<file path="config.mk">
export PLATFORM = sky130hd
export DESIGN_NAME = cond_pred_unit
export DESIGN_NICKNAME = d
export VERILOG_FILES = /design/src/rtl/cond_pred_pkg.sv /design/src/rtl/cond_eval.sv /design/src/rtl/cond_sticky.sv /design/src/rtl/exec_gate.sv /design/src/rtl/cond_pred_unit.sv
export SDC_FILE = /design/constraint.sdc
export NUM_CORES = 1
export LEC_CHECK = 0
export BUFFER_PORTS_ARGS = -buffer_cell sky130_fd_sc_hd__buf_2
export CAP_MARGIN = 25
export CORE_AREA = 2 2 39 41
export CTS_BUF_LIST = sky130_fd_sc_hd__clkbuf_4
export CTS_CLUSTER_SIZE = 12
export DETAILED_ROUTE_END_ITERATION = 6
export DIE_AREA = 0 0 41 43
export GPL_TIMING_DRIVEN = 0
export PLACE_DENSITY = 0.47
export SLEW_MARGIN = 40
export SYNTH_ARGS = -nofsm -noshare
export SYNTH_HDL_FRONTEND = slang
export SYNTH_HIERARCHICAL = 1
export SYNTH_SLANG_ARGS = --single-unit
</file>
<file path="constraint.sdc">
create_clock -name clk -period 0.8 [get_ports clk]
set_input_delay 0.04 -clock clk [delete_from_list [all_inputs] [get_ports clk]]
set_output_delay 0.04 -clock clk [all_outputs]
set_load 0.005 [all_outputs]
</file>
<file path="src/rtl/cond_pred_pkg.sv">
package cond_pred_pkg;

   localparam int unsigned COND_W = 4;
   localparam int unsigned PSEL_W = 3;

   typedef struct packed {
      logic n;
      logic z;
      logic c;
      logic v;
   } flags_t;

   typedef enum logic [COND_W-1:0] {
      CC_EQ  = 4'd0,  CC_NE  = 4'd1,  CC_HS  = 4'd2,  CC_LO  = 4'd3,
      CC_MI  = 4'd4,  CC_PL  = 4'd5,  CC_VS  = 4'd6,  CC_VC  = 4'd7,
      CC_HI  = 4'd8,  CC_LS  = 4'd9,  CC_GE  = 4'd10, CC_LT  = 4'd11,
      CC_GT  = 4'd12, CC_LE  = 4'd13, CC_AL  = 4'd14, CC_RSV = 4'd15
   } cc_t;

   typedef enum logic [PSEL_W-1:0] {
      PS_ALWAYS = 3'd0, PS_COND = 3'd1, PS_NCOND = 3'd2, PS_ZSET = 3'd3,
      PS_ZCLR   = 3'd4, PS_CSET = 3'd5, PS_CCLR  = 3'd6, PS_NEVER = 3'd7
   } psel_t;

   function automatic logic cc_test(input logic [COND_W-1:0] code, input flags_t f);
      logic sgn_ok;
      sgn_ok = (f.n == f.v);
      case (cc_t'(code))
         CC_EQ:   cc_test = f.z;
         CC_NE:   cc_test = !f.z;
         CC_HS:   cc_test = f.c;
         CC_LO:   cc_test = !f.c;
         CC_MI:   cc_test = f.n;
         CC_PL:   cc_test = !f.n;
         CC_VS:   cc_test = f.v;
         CC_VC:   cc_test = !f.v;
         CC_HI:   cc_test = f.c && !f.z;
         CC_LS:   cc_test = !f.c || f.z;
         CC_GE:   cc_test = sgn_ok;
         CC_LT:   cc_test = !sgn_ok;
         CC_GT:   cc_test = !f.z && sgn_ok;
         CC_LE:   cc_test = f.z || !sgn_ok;
         CC_AL:   cc_test = 1'b1;
         default: cc_test = 1'b0;
      endcase
   endfunction

endpackage

</file>
<file path="src/rtl/cond_eval.sv">
module cond_eval
   import cond_pred_pkg::*;
#(
   parameter int unsigned SEL_W = COND_W
) (
   input  flags_t           flags,
   input  logic [SEL_W-1:0] sel,
   output logic             result
);
   localparam int unsigned NCODES = 1 << SEL_W;

   if (SEL_W != COND_W) begin : g_bad_width
      $error("cond_eval: SEL_W must equal COND_W");
   end

   logic [NCODES-1:0] all_res;

   for (genvar i = 0; i < NCODES; i++) begin : g_code
      assign all_res[i] = cc_test(SEL_W'(i), flags);
   end

   assign result = all_res[sel];

endmodule

</file>
<file path="src/rtl/cond_sticky.sv">
module cond_sticky #(
   parameter logic RESET_VAL = 1'b0
) (
   input  logic clk,
   input  logic rst_n,
   input  logic load,
   input  logic d,
   output logic q
);

   always_ff @(posedge clk or negedge rst_n) begin
      if (!rst_n)    q <= RESET_VAL;
      else if (load) q <= d;
   end

   AST_STICKY_RESET: assert property (@(posedge clk) !rst_n |=> (q == RESET_VAL));
   AST_STICKY_HOLD:  assert property (@(posedge clk) disable iff (!rst_n)
                                      !load |=> $stable(q));
   AST_STICKY_LOAD:  assert property (@(posedge clk) disable iff (!rst_n)
                                      load |=> (q == $past(d)));

endmodule

</file>
<file path="src/rtl/exec_gate.sv">
module exec_gate
   import cond_pred_pkg::*;
#(
   parameter int unsigned PW = PSEL_W
) (
   input  logic [PW-1:0] psel,
   input  logic          cond,
   input  flags_t        flags,
   output logic          en
);
   localparam int unsigned NSEL = 1 << PW;

   if (PW != PSEL_W) begin : g_bad_width
      $error("exec_gate: PW must equal PSEL_W");
   end

   logic [NSEL-1:0] cand;

   always_comb begin
      cand = '0;
      cand[PS_ALWAYS] = 1'b1;
      cand[PS_COND]   = cond;
      cand[PS_NCOND]  = !cond;
      cand[PS_ZSET]   = flags.z;
      cand[PS_ZCLR]   = !flags.z;
      cand[PS_CSET]   = flags.c;
      cand[PS_CCLR]   = !flags.c;
      cand[PS_NEVER]  = 1'b0;
   end

   assign en = cand[psel];

endmodule

</file>
<file path="src/rtl/cond_pred_unit.sv">
module cond_pred_unit
   import cond_pred_pkg::*;
#(
   parameter int unsigned SEL_W     = COND_W,
   parameter int unsigned PW        = PSEL_W,
   parameter logic        RESET_VAL = 1'b0
) (
   input  logic             clk,
   input  logic             rst_n,
   input  logic [3:0]       flags_i,
   input  logic [SEL_W-1:0] cond_sel_i,
   input  logic             cmp_strobe_i,
   input  logic [PW-1:0]    pred_sel_i,
   output logic             cond_live_o,
   output logic             cond_flag_o,
   output logic             exec_en_o
);
   flags_t fl;
   assign fl = flags_t'(flags_i);

   cond_eval #(.SEL_W(SEL_W)) u_eval (
      .flags  (fl),
      .sel    (cond_sel_i),
      .result (cond_live_o)
   );

   cond_sticky #(.RESET_VAL(RESET_VAL)) u_sticky (
      .clk   (clk),
      .rst_n (rst_n),
      .load  (cmp_strobe_i),
      .d     (cond_live_o),
      .q     (cond_flag_o)
   );

   exec_gate #(.PW(PW)) u_gate (
      .psel  (pred_sel_i),
      .cond  (cond_flag_o),
      .flags (fl),
      .en    (exec_en_o)
   );

   AST_AL_TRUE:     assert property (@(posedge clk) disable iff (!rst_n)
                                     (cond_sel_i == SEL_W'(CC_AL)) |-> cond_live_o);
   AST_RSV_FALSE:   assert property (@(posedge clk) disable iff (!rst_n)
                                     (cond_sel_i == SEL_W'(CC_RSV)) |-> !cond_live_o);
   AST_EXEC_ALWAYS: assert property (@(posedge clk) disable iff (!rst_n)
                                     (pred_sel_i == PW'(PS_ALWAYS)) |-> exec_en_o);
   AST_EXEC_COND:   assert property (@(posedge clk) disable iff (!rst_n)
                                     (pred_sel_i == PW'(PS_COND)) |-> (exec_en_o == cond_flag_o));
   AST_EXEC_NEVER:  assert property (@(posedge clk) disable iff (!rst_n)
                                     (pred_sel_i == PW'(PS_NEVER)) |-> !exec_en_o);

endmodule

</file>
==> summary.txt, run 1 <==
Clocking
  • Clock Latency Late Sink: 0 ns
  • CTS clk-pin slew, worst paths: 0 ns

Global route
  • Initial antenna violation count: 0
  • Gr ovfl total: 0
  • Vias in the first global route: roughly 180
  • Global Route Usage Sum: approximately 5.4%
  • Largest net degree at the start of global routing: 6
  • Global-route wire length before repair: 717 um

STA
  • Fin. Hold Viols: 0
  • Final setup skew: 0 ns
  • Crit path time final: 1.178 ns
  • Max-slew violation total from the final report: 0
  • Fmax: roughly 0.85 GHz
  • Final setup margin: -0.3776 ns
  • Worst-Margin Slew: about 0.24 ns
  • Hold WS: around 0.3 ns
  • Period utilisation layout: 147.2%
  • RSZ-0062 raised after global routing: yes
  • # setup viols final: 3
  • Slew margin rel.: a little over four fifths

Critical path
  • Crit path cell chain: buf_8 > xor2_1 > nand2_1 > a311oi_2 > xnor2_1 > mux2_4
  • CP Max Fanout: 4
  • Critical path class: input port to flip-flop
  • Critical path launch point type: input port
  • Crit path DAT: ~1.1 ns
  • CP max stage cell: a311oi_2
  • CP Data Required Time: approximately 0.67 ns
  • Worst R2R Setup Slack: -0.10 ns
  • Max incr delay on CP: around 0.30 ns
  • CP endpoint kind: flip-flop

Route
  • DRC: 0
  • Total number of vias: roughly 230
  • Via-per-instance ratio: about 4.2
  • Post-route ant nets: 0
  • Detailed-route wire length: 490 um
  • Drt pass-1 iters: 3
  • DR WL/cell: between 8 and 9 um
  • DRT iter0 DRCs: 1

Logic synthesis
  • Synth warn: 6
  • Sequential share of the synthesized area: 14.08%
  • FF+latch count, synth: 1
  • Mapped Cells: 22
  • Post-Syn Nets: 36
  • Cell Area, Synth: 177.7 um2
  • Mean Syn Cell Area: about 8 um2
  • Synth cell types: 18

Worst hold path
  • Hold Crit Class: input port to flip-flop

Layout
  • Final Net Count: 56
  • Area delta synth->final: 94.37%
  • Most frequent cells in the layout: 12 x buf_2, 3 x buf_6
  • Largest Register: u_sticky/q
  • Share of layout cells above drive strength 1: between 50% and 60%
  • Max FFs per register: 1
  • Ant. Diodes: 0
  • Largest regs: u_sticky/q: 1 flops
  • Commonest non-fill, non-tap cell in the layout: buf_2

Power
  • Sw Share: around a third
  • Pint: about 0.00019 W
  • Lkg Pwr: 0.1585 nW
  • Worst vdd ir: around 0.00045 V
  • Power per cell area: approximately 800 nW/um2
  • Sw power: slightly above 0.00009 W
  • Combinational Power Share: between 70% and 80%
  • Power share of the clock group: 0%
  • Part of the power in registers: between 20% and 30%

Placement
  • Setup WS pre-CTS: -0.4503 ns
  • # port buffers: 16
  • Hpwl dp: 415.6 um
  • Routability cong.: between 0.6 and 0.7

Die
  • Starting Density: between 10% and 20%
  • Die height: around 43 um
  • Core area: 1384 um2
  • Total die area: around 1800 um2
  • Die width: between 40 and 50 um
  • IO Pins: 17
  • Rows: 14

Flow run
  • Maxcap violations: 0

Outcome
  • Failing checks: negative setup slack
  • Outcome: finished, violations left
-- timing repair --
action / in CTS / in global routing
gates resized for setup: 8 / 1
pin swaps: 8 / 3
hold endpoints to repair: 1 / 0
buffers inserted: 0 / 1
setup endpoints to repair: 3 / 3
hold buffers: 1 / 0
-- critical path: cells and delay by family --
family                 cells  cell delay [ns]
AO/OA/AOI/OAI              1             0.30
XOR/XNOR                   2             0.26
buffers and inverters      1             0.10
multiplexers               1             0.26
AND/OR/NAND/NOR            1             0.09
-- power groups by stage --
| stage | clock network [W] | registers (W) | logic (W) |
|---|---|---|---|
| finish | 0 | 0.0000733 | 0.000210 |
| global route | 0 | 0.0000753 | 0.000231 |
| global placement | 0 | 0.0000748 | 0.000163 |
| CTS | 0 | 0.0000772 | 0.000190 |
| detailed placement | 0 | 0.0000750 | 0.000163 |
| floorplan | 0 | 0.0000737 | 0.0000799 |
-- area by class of cell --
class | count | area (um2)
fillers | 156 | 1039
multi-input cells | 20 | 170.2
repair buffers | 18 | 126.4
flip-flops and latches | 1 | 25.02
well taps | 16 | 20.02
inverters | 1 | 3.754
-- Yosys cell counts --
master,number,share of area [%]
mux2_4,1,8.4
nor3b_1,1,4.2
o31ai_1,1,4.2
a221oi_1,1,4.9
xnor2_1,1,4.9
o21ai_0,1,2.8
a311oi_1,1,4.9
nand3b_1,2,8.4
o21bai_1,1,4.2
nor2_1,1,2.1
xor2_1,2,9.9
nor3_1,1,2.8
a21oi_1,1,2.8
nand2_1,2,4.2
dfrtp_1,1,14
nand2b_1,1,3.5
inv_1,1,2.1
mux2i_1,2,11
-- final timing paths --
| kind | from | to | cells after the start |
|---|---|---|---|
| max | cond_sel_i[2] | u_sticky/q$_DFFE_PN0P_ | 6 |
| min | cmp_strobe_i | u_sticky/q$_DFFE_PN0P_ | 2 |
| min in group asynchronous | rst_n | u_sticky/q$_DFFE_PN0P_ | 2 |
| max reg2reg | u_sticky/q$_DFFE_PN0P_ | u_sticky/q$_DFFE_PN0P_ | 2 |
| max in group asynchronous | rst_n | u_sticky/q$_DFFE_PN0P_ | 2 |
| min reg2reg | u_sticky/q$_DFFE_PN0P_ | u_sticky/q$_DFFE_PN0P_ | 2 |
-- through the flow --
step / utilization, % / instances / total power, W / cell area, um2 / TNS, ns
finish: 24.95 / 56 / 0.0002829 / 345.3 / -0.7028
global route: 24.95 / 56 / 0.0003058 / 345.3 / -0.9301
CTS: 24.14 / 55 / 0.0002674 / 334.1 / -0.7356
detailed placement: 20.52 / 54 / 0.0002375 / 284.0 / -0.9253
global placement: 20.52 / 54 / 0.0002378 / 284.0 / -0.9393
floorplan: - / 22 / 0.0001536 / 183.9 / -0.2340
-- layer usage --
metal | vias to the layer above | GRT usage [%] | wire (um) | part of all wire [%]
met5 | - | 0 | 0 | 0
met4 | 0 | 0 | 0 | 0
met3 | 0 | 0 | 49 | 10
met2 | 10 | 8.750 | 245 | 50
met1 | 104 | 8.280 | 194 | 40
li1 | 120 | - | - | -
-- cell families (layout without fill, tap and decap cells) --
family	count (synthesis)	after routing	share of synthesized area, %
AOI/OAI and AO/OA	6	6	23.94
xor gates and xnor gates	3	3	14.79
buffers and inverters	1	19	2.111
DFF	1	1	14.08
muxes	3	3	19.72
and+or+nand+nor	8	8	25.35
Note: power is estimated with default switching activity, not from simulation.
==> inputs of run 2 (changes only) <==
Settings changed: BUFFER_PORTS_ARGS -buffer_cell sky130_fd_sc_hd__buf_2 to unset, DONT_BUFFER_PORTS set to 1, PLACE_DENSITY 0.47 to 0.35.
Clock period 0.8 ns to 1.4 ns, I/O delays scaled along.
==> run 2 against run 1 <==
  * The flow now finishes without violations
  * Sequential share of layout area rose by 4.8 points
  * Flip-flop and latch count did not move
  * Largest cell class unchanged
  * Critical endpoint unchanged
  * Cell count fell by 30%
  * Die area did not move
  * Register-to-register slack improved by 0.68 ns
  * Total power fell by 66%
==> summary.txt, run 2 (synthesis gave the netlist of run 1 again) <==
STA
  • Setup TNS: 0 ns
  • Period utilisation layout: around nine tenths
  • Worst-Margin Slew: ~0.42 ns
  • Crit path time final: between 1 and 1.5 ns
  • Final setup margin: ~0.12 ns
  • Final setup skew: 0 ns
  • Slew margin rel.: 71.78%
  • # setup viols final: 0
  • Max-slew violation total from the final report: 0
  • RSZ-0062 raised after global routing: no
  • Fin. Hold Viols: 0
  • Fmax: 0.7814 GHz

Critical path
  • CP Data Required Time: about 1.3 ns
  • Crit path DAT: approximately 1.2 ns
  • CP Max Fanout: 4
  • Worst r2r dst: u_sticky/q$_DFFE_PN0P_
  • Worst r2r path cells: 1
  • Critical path class: input port to flip-flop
  • Critical path launch point type: input port
  • Reg2reg start: u_sticky/q$_DFFE_PN0P_
  • CP endpoint kind: flip-flop
  • Worst R2R Setup Slack: just under 0.6 ns

Die
  • Starting Density: between 10% and 20%
  • Die height: between 40 and 50 um
  • Core area: 1384 um2
  • Total die area: ~1800 um2
  • Rows: 14
  • IO Pins: 17
  • Die width: between 40 and 50 um

Global route
  • Global Route Usage Sum: 6.206%
  • Gr ovfl total: 0
  • Vias in the first global route: 209
  • Global-route wire length before repair: a little under 800 um
  • Largest net degree at the start of global routing: 6
  • Initial antenna violation count: 0

Route
  • Post-route ant nets: 0
  • Via-per-instance ratio: about 4.8
  • DR WL/cell: 12.77 um
  • Detailed-route wire length: ~500 um
  • Drt pass-1 iters: 1
  • DRC: 0
  • DRT iter0 DRCs: 0
  • Total number of vias: 186

Placement
  • Setup WS pre-CTS: 0.1539 ns
  • # port buffers: 0
  • Hpwl dp: 443.8 um
  • Routability cong.: between 0.6 and 0.7

Clocking
  • # Post-CTS Setup Buffers: 0
  • Clock Latency Late Sink: 0 ns
  • Hold_buf cts: 1
  • CTS resizes: 0
  • CTS clk-pin slew, worst paths: 0 ns

Power
  • Lkg Pwr: 0.07670 nW
  • Power per cell area: 463.4 nW/um2
  • Worst vdd ir: 0.0001811 V

Worst hold path
  • Cells on Worst Hold Path: 1
  • Hold Crit Class: input port to primary output
  • Hold_sp: pred_sel_i[0]
  • WHS Endpoint: exec_en_o

Layout
  • Area delta synth->final: 16.90%
  • Ant. Diodes: 0
  • Share of layout cells above drive strength 1: 4.348%
  • Most frequent cells in the layout: 2 x xor2_1, 2 x nand2_1, 2 x mux2i_1, 2 x nand3b_1
  • Max FFs per register: 1
  • Largest regs: u_sticky/q: 1 flops
  • Largest Register: u_sticky/q
  • Final Net Count: 39

Outcome
  • Outcome: complete, no violations

Flow run
  • Maxcap violations: 0
## run 2: power by group
group | leakage [nW] | switching, W | internal, W
Sequential | 0.0117 | 0.00000893 | 0.0000359
Clock | 0 | 0 | 0
Combinational | 0.0650 | 0.0000198 | 0.0000316
Total | 0.0767 | 0.0000288 | 0.0000675
## run 2: layout make-up
| class | instances | area (um2) |
|---|---|---|
| fill | 155 | 1176 |
| multi-input combinational | 20 | 148.9 |
| sequential | 1 | 25.02 |
| tap | 16 | 20.02 |
| timing repair buffer | 1 | 10.01 |
| inverter | 1 | 3.754 |
## run 2: metal layers
metal  track usage (%)  part of all wire [%]
met4                 0                     0
met2             10.63                    38
met1             7.006                    34
met5                 0                     0
met3             3.141                    27
## run 2: per-stage QoR
stage	hold WS, ns	util (%)	cells	total power, W	cell area [um2]
final	0.2111	15.01	39	0.00009625	207.7
after global routing	0.2210	15.01	39	0.0001048	207.7
after CTS	0.2142	15.01	39	0.00009653	207.7
after detailed placement	-0.2255	14.29	38	0.00009338	197.7
after global placement	-0.2256	14.29	38	0.00009072	197.7
after floorplan	-0.2256	-	22	0.00008498	177.7
## run 2: worst max-delay path by stage
| stage | depth (start not counted) | start | slack, ns | end |
|---|---|---|---|---|
| 5_1_grt | 5 | cond_sel_i[2] | 0.05 | u_sticky/q$_DFFE_PN0P_ |
| 2_1_floorplan | 5 | cond_sel_i[2] | 0.33 | u_sticky/q$_DFFE_PN0P_ |
| 6_report | 5 | cond_sel_i[2] | 0.12 | u_sticky/q$_DFFE_PN0P_ |
| 3_5_place_dp | 5 | cond_sel_i[2] | 0.15 | u_sticky/q$_DFFE_PN0P_ |
| 4_1_cts | 5 | cond_sel_i[2] | 0.15 | u_sticky/q$_DFFE_PN0P_ |
| 3_3_place_gp | 5 | cond_sel_i[2] | 0.18 | u_sticky/q$_DFFE_PN0P_ |
## run 2: worst max-delay path, cell delays in order
cell	delay (ns)
mux2i_1	0.16
nor3b_1	0.07
a311oi_1	0.40
xnor2_1	0.17
mux2_4	0.28
